$ cat src/rtl/sg_pkg.sv
package sg_pkg;
  localparam int FUNC_W = 2;
  localparam logic [FUNC_W-1:0] FN_TIMER_OUT = 2'b01;
  localparam logic [FUNC_W-1:0] FN_GPIO_OUT  = 2'b10;

  function automatic logic pin_active(input logic lvl, input logic pol);
    return (lvl == pol);
  endfunction

  function automatic logic func_checked(input logic [FUNC_W-1:0] code);
    return (code == FN_TIMER_OUT) || (code == FN_GPIO_OUT);
  endfunction
endpackage

$ cat src/rtl/sg_pair_cmp.sv
module sg_pair_cmp
  import sg_pkg::*;
(
  input  logic              lvl_hi,
  input  logic              lvl_lo,
  input  logic [FUNC_W-1:0] fn_hi,
  input  logic [FUNC_W-1:0] fn_lo,
  input  logic              pol,
  input  logic              en,
  output logic              hit
);
  logic both_checked;
  logic both_active;

  always_comb begin
    both_checked = func_checked(fn_hi) && func_checked(fn_lo);
    both_active  = pin_active(lvl_hi, pol) && pin_active(lvl_lo, pol);
    hit          = en && both_checked && both_active;
  end
endmodule

$ cat src/rtl/sg_cfg_regs.sv
module sg_cfg_regs #(
  parameter int NPAIRS = 3,
  localparam int WDW = NPAIRS + 2
) (
  input  logic              clk,
  input  logic              rst_n,
  input  logic              wr_en,
  input  logic [WDW-1:0]    wr_data,
  output logic [NPAIRS-1:0] pair_en,
  output logic              irq_en,
  output logic              clr_req
);
  localparam int IEN_BIT  = NPAIRS;
  localparam int FLAG_BIT = NPAIRS + 1;

  always_ff @(posedge clk or negedge rst_n) begin
    if (!rst_n) begin
      pair_en <= '0;
      irq_en  <= 1'b0;
    end else if (wr_en) begin
      pair_en <= wr_data[NPAIRS-1:0];
      irq_en  <= wr_data[IEN_BIT];
    end
  end

  assign clr_req = wr_en && !wr_data[FLAG_BIT];
endmodule

$ cat src/rtl/sg_fault_latch.sv
module sg_fault_latch (
  input  logic clk,
  input  logic rst_n,
  input  logic overlap,
  input  logic clr_req,
  input  logic rd_en,
  output logic fault_flag,
  output logic armed,
  output logic clr_ok
);
  assign clr_ok = clr_req && armed && !overlap;

  always_ff @(posedge clk or negedge rst_n) begin
    if (!rst_n) begin
      fault_flag <= 1'b0;
      armed      <= 1'b0;
    end else begin
      fault_flag <= overlap || (fault_flag && !clr_ok);
      if (clr_ok)
        armed <= 1'b0;
      else if (rd_en && fault_flag)
        armed <= 1'b1;
    end
  end
endmodule

$ cat src/rtl/pair_short_guard.sv
module pair_short_guard
  import sg_pkg::*;
#(
  parameter int NPAIRS = 3,
  localparam int NPINS = 2 * NPAIRS,
  localparam int WDW   = NPAIRS + 2
) (
  input  logic                    clk,
  input  logic                    rst_n,
  input  logic [NPINS-1:0]        pin_lvl,
  input  logic [FUNC_W*NPINS-1:0] pin_func,
  input  logic                    pol,
  input  logic                    wr_en,
  input  logic [WDW-1:0]          wr_data,
  input  logic                    rd_en,
  output logic [WDW-1:0]          rd_data,
  output logic [NPINS-1:0]        pin_oe,
  output logic                    fault_flag,
  output logic                    irq
);
  logic [NPAIRS-1:0] pair_en;
  logic [NPAIRS-1:0] pair_hit;
  logic              irq_en;
  logic              clr_req;
  logic              clr_ok;
  logic              armed;
  logic              overlap;

  sg_cfg_regs #(.NPAIRS(NPAIRS)) u_regs (
    .clk(clk), .rst_n(rst_n), .wr_en(wr_en), .wr_data(wr_data),
    .pair_en(pair_en), .irq_en(irq_en), .clr_req(clr_req)
  );

  for (genvar k = 0; k < NPAIRS; k++) begin : g_pair
    sg_pair_cmp u_cmp (
      .lvl_hi(pin_lvl[2*k]),
      .lvl_lo(pin_lvl[2*k+1]),
      .fn_hi (pin_func[FUNC_W*(2*k)   +: FUNC_W]),
      .fn_lo (pin_func[FUNC_W*(2*k+1) +: FUNC_W]),
      .pol   (pol),
      .en    (pair_en[k]),
      .hit   (pair_hit[k])
    );
  end

  assign overlap = |pair_hit;

  sg_fault_latch u_latch (
    .clk(clk), .rst_n(rst_n), .overlap(overlap), .clr_req(clr_req),
    .rd_en(rd_en), .fault_flag(fault_flag), .armed(armed), .clr_ok(clr_ok)
  );

  assign pin_oe  = {NPINS{!fault_flag}};
  assign irq     = fault_flag && irq_en;
  assign rd_data = {fault_flag, irq_en, pair_en};
endmodule

$ cat config.mk
export PLATFORM = sky130hd
export DESIGN_NAME = pair_short_guard
export DESIGN_NICKNAME = d
export VERILOG_FILES = /design/src/rtl/sg_pkg.sv /design/src/rtl/sg_pair_cmp.sv /design/src/rtl/sg_cfg_regs.sv /design/src/rtl/sg_fault_latch.sv /design/src/rtl/pair_short_guard.sv
export SDC_FILE = /design/constraint.sdc
export NUM_CORES = 1
export LEC_CHECK = 0
export ABC_AREA = 1
export BUFFER_PORTS_ARGS = -buffer_cell sky130_fd_sc_hd__buf_2
export CAP_MARGIN = 20
export CORE_MARGIN = 2
export CORE_UTILIZATION = 30
export CTS_CLUSTER_DIAMETER = 100
export DETAILED_ROUTE_END_ITERATION = 10
export GPL_TIMING_DRIVEN = 0
export PLACE_DENSITY_LB_ADDON = 0.3
export SYNTH_ARGS = -nofsm -noshare
export SYNTH_HDL_FRONTEND = slang
export SYNTH_SLANG_ARGS = --single-unit
$ cat constraint.sdc
create_clock -name clk -period 2.1 [get_ports clk]
set_clock_uncertainty 0.15 [all_clocks]
set_input_delay 0.42 -clock clk [delete_from_list [all_inputs] [get_ports clk]]
set_output_delay 0.42 -clock clk [all_outputs]
set_load 0.01 [all_outputs]
==> results of run 1 <==
==> cell families after synthesis <==
| logic type | Yosys count |
|---|---|
| AO/OA/AOI/OAI | 6 |
| buffers and inverters | 18 |
| flip-flops | 6 |
| AND/OR/NAND/NOR | 44 |
| multiplexers | 1 |
==> stage by stage <==
| step | instances | instance area, sq um | hold slack, ns | setup WS (ns) |
|---|---|---|---|---|
| 2_1_floorplan | 75 | 478 | -0.0256 | 0.753 |
| 3_3_place_gp | 131 | 698 | 0.0961 | 0.727 |
| 3_5_place_dp | 131 | 698 | 0.103 | 0.704 |
| 4_1_cts | 135 | 731 | 0.236 | 0.437 |
| 5_1_grt | 135 | 731 | 0.243 | 0.364 |
| 6_report | 135 | 731 | 0.236 | 0.455 |
==> state kept, by name (all words and copies together), names as in the netlist <==
signal	cells
u_latch.armed	1
u_regs.irq_en	1
u_latch.fault_flag	1
u_regs.pair_en	3
==> repair_timing <==
| action | in CTS | in global routing |
|---|---|---|
| endpoints found under the hold margin | 6 | 0 |
| buffers inserted | 0 | 0 |
| resized for setup | 0 | 0 |
| hold buffers | 1 | 0 |
==> final timing paths <==
kind / from / slack (ns) / to
worst max-delay path: u_latch.fault_flag / 0.45 / pin_oe[2]
worst min-delay path: wr_data[0] / 0.24 / u_regs.pair_en[0]
worst max register to register: u_regs.pair_en[1] / 1.04 / u_latch.armed
worst min register to register: u_latch.armed / 0.36 / u_latch.armed
max in group asynchronous: rst_n / 1.27 / u_regs.irq_en
min in group asynchronous: rst_n / 0.38 / u_latch.armed
==> layout by cell type, fill, tap and decap left out, types with 2 or more instances in the layout <==
master and n:
buf_4 10, nand3_1 5, o21ai_0 3, nor2_1 19
clkbuf_4 3, nand2_1 19, dfrtp_1 6, buf_2 40
a21oi_1 2, inv_1 8
==> power breakdown <==
part	total [mW]	switching (mW)	internal [mW]
Sequential	0.159	0.0181	0.141
Clock	0.107	0.0421	0.0647
Combinational	0.300	0.134	0.166
Total	0.566	0.194	0.371
==> layer usage <==
| layer | vias to the layer above | global-route usage, % | share of wire, % |
|---|---|---|---|
| li1 | 311 | - | - |
| met1 | 231 | 13.7 | 40 |
| met2 | 29 | 23.2 | 50 |
| met3 | 3 | 3.33 | 9.2 |
| met4 | 0 | 9.09 | 0.85 |
| met5 | - | 0 | 0 |
==> cell type report <==
| class | count | area, sq um | share of cell area [%] |
|---|---|---|---|
| clock buffers | 3 | 22.5 | 3.08 |
| well taps | 16 | 20.0 | 2.74 |
| flip-flops and latches | 6 | 150 | 20.5 |
| multi-input cells | 51 | 223 | 30.5 |
| inverters | 8 | 30.0 | 4.11 |
| plain buffers | 10 | 75.1 | 10.3 |
| repair buffers | 41 | 210 | 28.8 |
==> critical path, delay by kind of cell (launching register included) <==
family | cells | cell delay, ns
buf+inv | 3 | 0.41
flops | 1 | 0.41
==> results.txt, run 1 <==
----------------------------------------------------
[Worst setup path]
  Endpoint kind of the worst setup timing path ... output port
  Cell chain of the critical path ... inv_1 > buf_4 > buf_2
  Type of the setup path with the least slack ... flip-flop to output port
  Master of the slowest instance on the critical path ... dfrtp_1
  Path depth of the worst reg2reg path ... 6
  Data arrival time at the worst-slack endpoint ... 1.08 ns
  Required time of the critical path ... 1.53 ns
  Maximum fanout count along the critical path ... 7
  Type of origin of the critical path ... flip-flop
  Critical Path Max Stage Delay ... 0.41 ns

[Cells and area]
  Filler cell count ... 164
  Final cell utilization of the core ... 48.5%
  Layout Nets ... 149
  Fraction of layout cells with a size suffix above 1 ... 46.2%
  Signed area change from the synthesized netlist to the final layout ... 52.9%
  Count of antenna diodes in the layout ... 0

[Global routing]
  GR Util All Layers ... 13.3%
  Global-route wire length before repair ... 1840 um
  Initial antenna violation count ... 0
  Global-route congestion overflow total ... 0
  Vias in the first global route ... 495
  Maximum number of pins on one net before global-route repair ... 9

[Die]
  Die extent in x ... 43.9 um
  Placeable core region ... 1510 sq um
  Top Ports ... 41
  Die Span Y ... 43.9 um
  Number of placement rows ... 14
  Initial core utilization ... 31.7%
  Die area ... 1930 sq um

[STA]
  Final setup violation count ... 0
  Period utilization ... 78.3%
  Transition time at the pin with the least slew margin ... 0.183 ns
  Slew HR ... 87.7%
  Unrepaired setup endpoints after global routing ... no
  Count of final max-slew check failures ... 0
  Hold violation total from the final report ... 0
  Sum of negative setup slack ... 0 ns
  Maximum frequency from static timing analysis ... 0.608 GHz
  Fin crit period ... 1.65 ns

[Power and ir drop]
  VDD IR-drop max ... 0.000249 V
  Leakage power summed over all cells ... 0.450 nW
  Power per cell area ... 774 nW/um^2
  Tot Pwr ... 566 uW

[Synthesis]
  Dominant combinational cell family by area after synthesis ... simple AND/OR/NAND/NOR gates
  Cell taking the most area after synthesis ... dfrtp_1
  Async set-reset flop share out of synthesis ... 100%
  Compound-gate portion of the synthesized area ... 7.07%
  Simple-gate share of the synthesized area ... 37.2%
  Cell types with the highest counts after synthesis ... nand2_1 (19), nor2_1 (19), buf_4 (10), inv_1 (8), dfrtp_1 (6)
  Per-instance average area after synthesis ... 6.37 sq um
  Ranking of synthesized cells by area ... dfrtp_1 (31%), buf_4 (16%), nand2_1 (15%)
  Fraction of the mapped netlist area in adder cells ... 0%
  Fraction of synthesized area in multiplexers ... 2.36%
  Top flip-flop cell by instance count after synthesis ... dfrtp_1
  Xor and xnor area share after synthesis ... 0%
  Number of enable-type register cells in the synthesized netlist ... 0
  Share of the synthesized area in the top cell type ... 31.4%
  Synth Warn # ... 0
  Portion of the post-synthesis area used by sequential elements ... 31.4%
  Cell count after synthesis ... 75
  Cell area after technology mapping ... 478 sq um
  Synth cell types ... 11
  Post-synthesis net count ... 103
  Flip-flop and latch count after synthesis ... 6

[Drt]
  Via density per instance ... 4.25
  Total wire length after detailed routing ... 1060 um
  Initial drt markers ... 6
  Residual DRC ... 0
  Detailed-route wire length per cell ... 7.84 um
  Iteration count of the initial detailed-routing pass ... 4
  Total via count in the routed design ... 574
  Antenna viol nets, final ... 0

[Min path]
  Tightest Hold Check Type ... input port to flip-flop
  Hold path depth ... 3

[Clocking]
  Number of buffers created by CTS ... 3
  Number of sinks driven by the clock tree ... 6
  Clock transition at the registers of the reported paths ... 0.05 ns
  Clock network latency to the later pin of the worst-skew pair ... 0.25 ns
  CTS root buffer ... clkbuf_4
  Clock tree from TritonCTS ... yes
  Buffers from clock root to sink, at most ... 2
  Number of H-tree branching levels ... 1

[Placed design]
  Total of buffers placed on input and output ports ... 40
  Gpl congestion ... 0.667
  Placed wire-length estimate after detailed placement ... 921 um

[Run status]
  Result of the run ... completed

[Flow run]
  Number of max-capacitance violations reported ... 0

----------------------------------------------------
(Power assumes the default switching activity.)
==> run 2: changes to the inputs <==
ABC_AREA = 0   (was 1)
clock period = 1.37 ns   (was 2.1 ns; I/O delays follow)
==> results.txt, run 2 <==
----------------------------------------------------
[Cells and area]
  Layout Nets ... 116
  Register containing the most flip-flops in the final layout ... u_regs.pair_en
  Flip-flop count of the largest register, all copies and words added ... 3
  Leading cell type in the layout, fill and taps excluded ... buf_2
  Post-route cell area ... 743 sq um
  Filler cell count ... 138
  Storage element area ... 151 sq um
  Top library cells by usage in the layout, fill and taps aside ... buf_2 (34), buf_6 (11), xor2_1 (6), buf_4 (6), dfrtp_1 (5)
  Count of antenna diodes in the layout ... 0
  Count of non-filler cells in the finished layout ... 101
  Fraction of layout cells with a size suffix above 1 ... 69.8%
  Signed area change from the synthesized netlist to the final layout ... 75.2%
  Multi-input logic area ... 195 sq um

[STA]
  Slew HR ... 83.6%
  Sum of negative setup slack ... -0.141 ns
  Maximum frequency from static timing analysis ... 0.714 GHz
  Period utilization ... 102%
  Count of final max-slew check failures ... 0
  Transition time at the pin with the least slew margin ... 0.246 ns
  Final WS setup ... -0.0315 ns
  Unrepaired setup endpoints after global routing ... yes
  Fin crit period ... 1.40 ns
  Final setup violation count ... 6
  Hold violation total from the final report ... 0

[Drt]
  Iteration count of the initial detailed-routing pass ... 4
  Via density per instance ... 4.51
  Total via count in the routed design ... 456
  Initial drt markers ... 2
  Total wire length after detailed routing ... 1040 um
  Detailed-route wire length per cell ... 10.3 um
  Antenna viol nets, final ... 0
  Residual DRC ... 0

[Power and ir drop]
  Comb pwr share ... 61.2%
  Share of total power in the clock network ... 14.9%
  Part of the total power dissipated in sequential elements ... 23.9%
  Switching power of the nets ... 338 uW
  Tot Pwr ... 1.08 mW
  Internal cell power ... 745 uW
  Switching fraction of total power ... 31.2%
  Power per cell area ... 1460 nW/um^2
  VDD IR-drop max ... 0.000693 V
  Leakage power summed over all cells ... 0.399 nW

[Worst setup path]
  Data arrival time at the worst-slack endpoint ... 0.98 ns
  Most frequent CP cell ... buf_6
  Critical Path Max Stage Delay ... 0.43 ns
  Maximum fanout count along the critical path ... 7
  Required time of the critical path ... 0.95 ns
  Endpoint kind of the worst setup timing path ... output port
  Critical path buffer and inverter count ... 3
  Type of origin of the critical path ... flip-flop
  Family with the most delay on the worst path ... flip-flops
  Cell chain of the critical path ... inv_4 > buf_6 > buf_6
  Master of the slowest instance on the critical path ... dfrtp_2
  Type of the setup path with the least slack ... flip-flop to output port

[Synthesis]
  Top flip-flop cell by instance count after synthesis ... dfrtp_1
  Post-synthesis net count ... 69
  Flip-flop and latch count after synthesis ... 6
  Share of the synthesized area in the top cell type ... 35.4%
  Async set-reset flop share out of synthesis ... 100%
  Number of enable-type register cells in the synthesized netlist ... 0
  Cell count after synthesis ... 41
  Synth Warn # ... 0
  Ranking of synthesized cells by area ... dfrtp_1 (35%), buf_4 (18%), xor2_1 (12%)
  Cell taking the most area after synthesis ... dfrtp_1
  Synth cell types ... 12
  Portion of the post-synthesis area used by sequential elements ... 35.4%
  Count leader, synth ... buf_4
  Cell types with the highest counts after synthesis ... buf_4 (10), dfrtp_1 (6), xor2_1 (6), mux2_2 (4), o2111ai_1 (4)
  Cell area after technology mapping ... 424 sq um
  Per-instance average area after synthesis ... 10.3 sq um

[Global routing]
  Initial antenna violation count ... 0
  Global-route congestion overflow total ... 0
  Vias in the first global route ... 472
  GR Util All Layers ... 13.8%
  Maximum number of pins on one net before global-route repair ... 8
  Global-route wire length before repair ... 1860 um

[Die]
  Die extent in x ... 41.6 um
  Number of placement rows ... 13
  Placeable core region ... 1320 sq um
  Die Span Y ... 41.6 um
  Top Ports ... 41
  Initial core utilization ... 32.2%
  Die area ... 1730 sq um

[Run status]
  Result of the run ... finished with violations
  Failing checks ... setup timing

[Clocking]
  Buffers from clock root to sink, at most ... 2
  Number of buffers created by CTS ... 3
  Clock tree from TritonCTS ... yes
  Number of sinks driven by the clock tree ... 6
  Clock network latency to the later pin of the worst-skew pair ... 0.24 ns
  CTS root buffer ... clkbuf_4
  Clock transition at the registers of the reported paths ... 0.05 ns
  Number of H-tree branching levels ... 1

[Placed design]
  Placed instance area ... 643 sq um
  # placed instances ... 96
  Total of buffers placed on input and output ports ... 40
  Placed wire-length estimate after detailed placement ... 879 um
  Minimum setup slack after placement ... 0.0724 ns
  Gpl congestion ... 0.648

[Min path]
  Tightest Hold Check Type ... input port to flip-flop

[Flow run]
  Number of max-capacitance violations reported ... 0

----------------------------------------------------
==> run 2: cell types whose count changed after synthesis, sizes merged, moves of 3 or more <==
cell and change:
and3 +3, mux2 +3, nand2 -19, o2111ai +3, o21ai -3, nor2 -19
nand3 -6, nor3 +3, inv -7, xor2 +6
==> run 2: final timing paths <==
check,cells after the start,slack (ns),start,endpoint
hold reg to reg,1,0.37,u_regs.irq_en,u_regs.irq_en
setup / recovery,3,-0.03,u_latch.fault_flag,pin_oe[4]
setup reg to reg,3,0.30,u_latch.fault_flag,u_latch.fault_flag
hold / removal,2,0.11,wr_data[3],u_regs.irq_en
max in group asynchronous,2,0.69,rst_n,u_latch.fault_flag
min in group asynchronous,2,0.23,rst_n,u_latch.armed
==> run 2: area by class of cell <==
type,instances,area share [%]
clock buffers,3,3.03
multi-input cells,24,26.3
flip-flops and latches,6,20.4
plain buffers,10,12.6
well taps,15,2.53
inverters,1,0.842
repair buffers,42,34.3
==> run 2: through the flow <==
step	utilization [%]	hold WS, ns
after floorplan	-	-0.172
after global placement	48.8	-0.0475
after detailed placement	48.8	-0.0481
after CTS	54.2	0.103
after global routing	56.4	0.109
final	56.4	0.110
==> run 2: worst register-to-register path, delay by kind of cell, from the launching register on <==
| kind | cells | cell delay (ns) |
|---|---|---|
| AO/OA/AOI/OAI | 1 | 0.12 |
| flip-flops | 1 | 0.43 |
| buffers and inverters | 2 | 0.22 |
==> run 2: cells by family after synthesis <==
logic type,after synthesis,synth area share (%)
AO/OA/AOI/OAI,6,11.5
XOR/XNOR,6,12.4
buffers and inverters,11,18.6
flip-flops,6,35.4
multiplexers,4,10.6
AND/OR/NAND/NOR,8,11.5
==> run 2: power by group through the flow <==
stage | Combinational, mW | Clock [mW] | Sequential (mW)
5_1_grt | 0.714 | 0.182 | 0.263
3_3_place_gp | 0.464 | 0 | 0.251
3_5_place_dp | 0.472 | 0 | 0.253
2_1_floorplan | 0.281 | 0 | 0.252
4_1_cts | 0.592 | 0.172 | 0.252
6_report | 0.663 | 0.161 | 0.259
==> run 2: layer usage <==
| metal | wire [um] | vias up | share of wire, % | GRT usage [%] |
|---|---|---|---|---|
| met5 | 0 | - | 0 | 0 |
| met4 | 17 | 0 | 1.6 | 9.68 |
| met3 | 62 | 2 | 6.0 | 1.74 |
| met2 | 610 | 17 | 59 | 25.9 |
| met1 | 351 | 206 | 34 | 13.7 |
| li1 | - | 231 | - | - |
==> run 2: timing repair <==
action,in CTS,in global routing
buffers inserted,1,0
resized for setup,6,8
endpoints found under the hold margin,6,0
hold buffers,1,0
setup endpoints to repair,6,8
==> run 3: changes to the inputs <==
BUFFER_PORTS_ARGS = -buffer_cell sky130_fd_sc_hd__buf_4   (was -buffer_cell sky130_fd_sc_hd__buf_2)
==> results.txt, run 3 (synthesis gave the netlist of run 2 again) <==
----------------------------------------------------
[Drt]
  Initial drt markers ... 3
  Iteration count of the initial detailed-routing pass ... 2
  Detailed-route wire length per cell ... 10.8 um
  Antenna viol nets, final ... 0
  Total wire length after detailed routing ... 1080 um
  Residual DRC ... 0
  Total via count in the routed design ... 458
  Via density per instance ... 4.58

[Global routing]
  Vias in the first global route ... 448
  Initial antenna violation count ... 0
  Global-route congestion overflow total ... 0
  Global-route wire length before repair ... 1790 um
  GR Util All Layers ... 13.3%
  Maximum number of pins on one net before global-route repair ... 8

[Placed design]
  # placed instances ... 96
  Total of buffers placed on input and output ports ... 40
  Minimum setup slack after placement ... 0.0819 ns
  Placed wire-length estimate after detailed placement ... 944 um
  Gpl congestion ... 0.666
  Placed instance area ... 743 sq um

[Cells and area]
  Top library cells by usage in the layout, fill and taps aside ... buf_4 (39), buf_6 (11), xor2_1 (6)
  Post-route cell area ... 821 sq um
  Filler cell count ... 129
  Fraction of layout cells with a size suffix above 1 ... 69.4%
  Count of non-filler cells in the finished layout ... 100
  Flip-flop count of the largest register, all copies and words added ... 3
  Storage element area ... 151 sq um
  Leading cell type in the layout, fill and taps excluded ... buf_4
  Layout Nets ... 115
  Count of antenna diodes in the layout ... 0
  Register containing the most flip-flops in the final layout ... u_regs.pair_en
  Multi-input logic area ... 195 sq um
  Final cell utilization of the core ... 62.3%
  Signed area change from the synthesized netlist to the final layout ... 93.5%

[Worst setup path]
  Type of origin of the critical path ... flip-flop
  Critical path buffer and inverter count ... 3
  Maximum fanout count along the critical path ... 7
  Required time of the critical path ... 0.95 ns
  Endpoint kind of the worst setup timing path ... output port
  Critical Path Max Stage Delay ... 0.43 ns
  Master of the slowest instance on the critical path ... dfrtp_2
  Type of the setup path with the least slack ... flip-flop to output port
  Family with the most delay on the worst path ... flip-flops
  Data arrival time at the worst-slack endpoint ... 0.97 ns
  Cell chain of the critical path ... inv_4 > buf_6 > buf_6
  Most frequent CP cell ... buf_6

[Run status]
  Failing checks ... setup timing
  Result of the run ... finished with violations

[Power and ir drop]
  Switching power of the nets ... 333 uW
  Switching fraction of total power ... 30.1%
  Power per cell area ... 1350 nW/um^2
  Part of the total power dissipated in sequential elements ... 23.3%
  Tot Pwr ... 1.11 mW
  Internal cell power ... 775 uW
  Comb pwr share ... 62.5%
  VDD IR-drop max ... 0.000725 V
  Share of total power in the clock network ... 14.2%
  Leakage power summed over all cells ... 0.423 nW

[Clocking]
  Number of buffers created by CTS ... 3
  Buffers from clock root to sink, at most ... 2
  Number of H-tree branching levels ... 1
  Clock network latency to the later pin of the worst-skew pair ... 0.24 ns
  Number of sinks driven by the clock tree ... 6
  Clock tree from TritonCTS ... yes
  Post-CTS setup-driven buffer insertion count ... 0
  Clock transition at the registers of the reported paths ... 0.04 ns
  CTS root buffer ... clkbuf_4

[Min path]
  Tightest Hold Check Type ... input port to flip-flop

[Die]
  Top Ports ... 41
  Initial core utilization ... 32.2%
  Number of placement rows ... 13
  Placeable core region ... 1320 sq um
  Die extent in x ... 41.6 um
  Die Span Y ... 41.6 um
  Die area ... 1730 sq um

[STA]
  Fin crit period ... 1.39 ns
  Final WS setup ... -0.0222 ns
  Transition time at the pin with the least slew margin ... 0.266 ns
  Unrepaired setup endpoints after global routing ... yes
  Period utilization ... 102%
  Hold violation total from the final report ... 0
  Slew HR ... 82.3%
  Maximum frequency from static timing analysis ... 0.718 GHz
  Count of final max-slew check failures ... 0
  Sum of negative setup slack ... -0.106 ns
  Final setup violation count ... 6
  Worst Hold Slack ... 0.117 ns

[Flow run]
  Number of max-capacitance violations reported ... 0

----------------------------------------------------
## run 3: final timing paths
check / start / end / slack (ns) / cells after the start
min: wr_data[0] / u_regs.pair_en[0] / 0.12 / 2
max in group asynchronous: rst_n / u_latch.fault_flag / 0.73 / 2
min in group asynchronous: rst_n / u_regs.irq_en / 0.22 / 2
max: u_latch.fault_flag / pin_oe[3] / -0.02 / 3
min reg2reg: u_regs.irq_en / u_regs.irq_en / 0.37 / 1
max reg2reg: u_regs.pair_en[2] / u_latch.armed / 0.36 / 2
## run 3: what timing repair did
item,in CTS,in global routing
resized for setup,13,1
endpoints found under the setup margin,6,8
pin swaps,0,0
endpoints found under the hold margin,6,0
hold buffers,1,0
## run 3: area by class of cell
class / count / area share [%]
Buffer: 10 / 11.4
Clock buffer: 3 / 2.74
Inverter: 1 / 0.762
Multi-Input combinational cell: 24 / 23.8
Sequential cell: 6 / 18.4
Tap cell: 15 / 2.29
Timing Repair Buffer: 41 / 40.5
## run 3: power groups by stage
stage,logic [mW],registers (mW),clock network [mW]
6_report,0.692,0.258,0.158
5_1_grt,0.737,0.263,0.180
4_1_cts,0.697,0.257,0.166
3_5_place_dp,0.570,0.252,0
3_3_place_gp,0.561,0.252,0
2_1_floorplan,0.281,0.252,0
## run 3: layer usage
metal | up-vias | GRT usage, % | wire [um]
li1 | 231 | - | -
met1 | 212 | 12.1 | 352
met2 | 15 | 26.9 | 675
met3 | 0 | 1.74 | 56
met4 | 0 | 7.74 | 0
met5 | - | 0 | 0
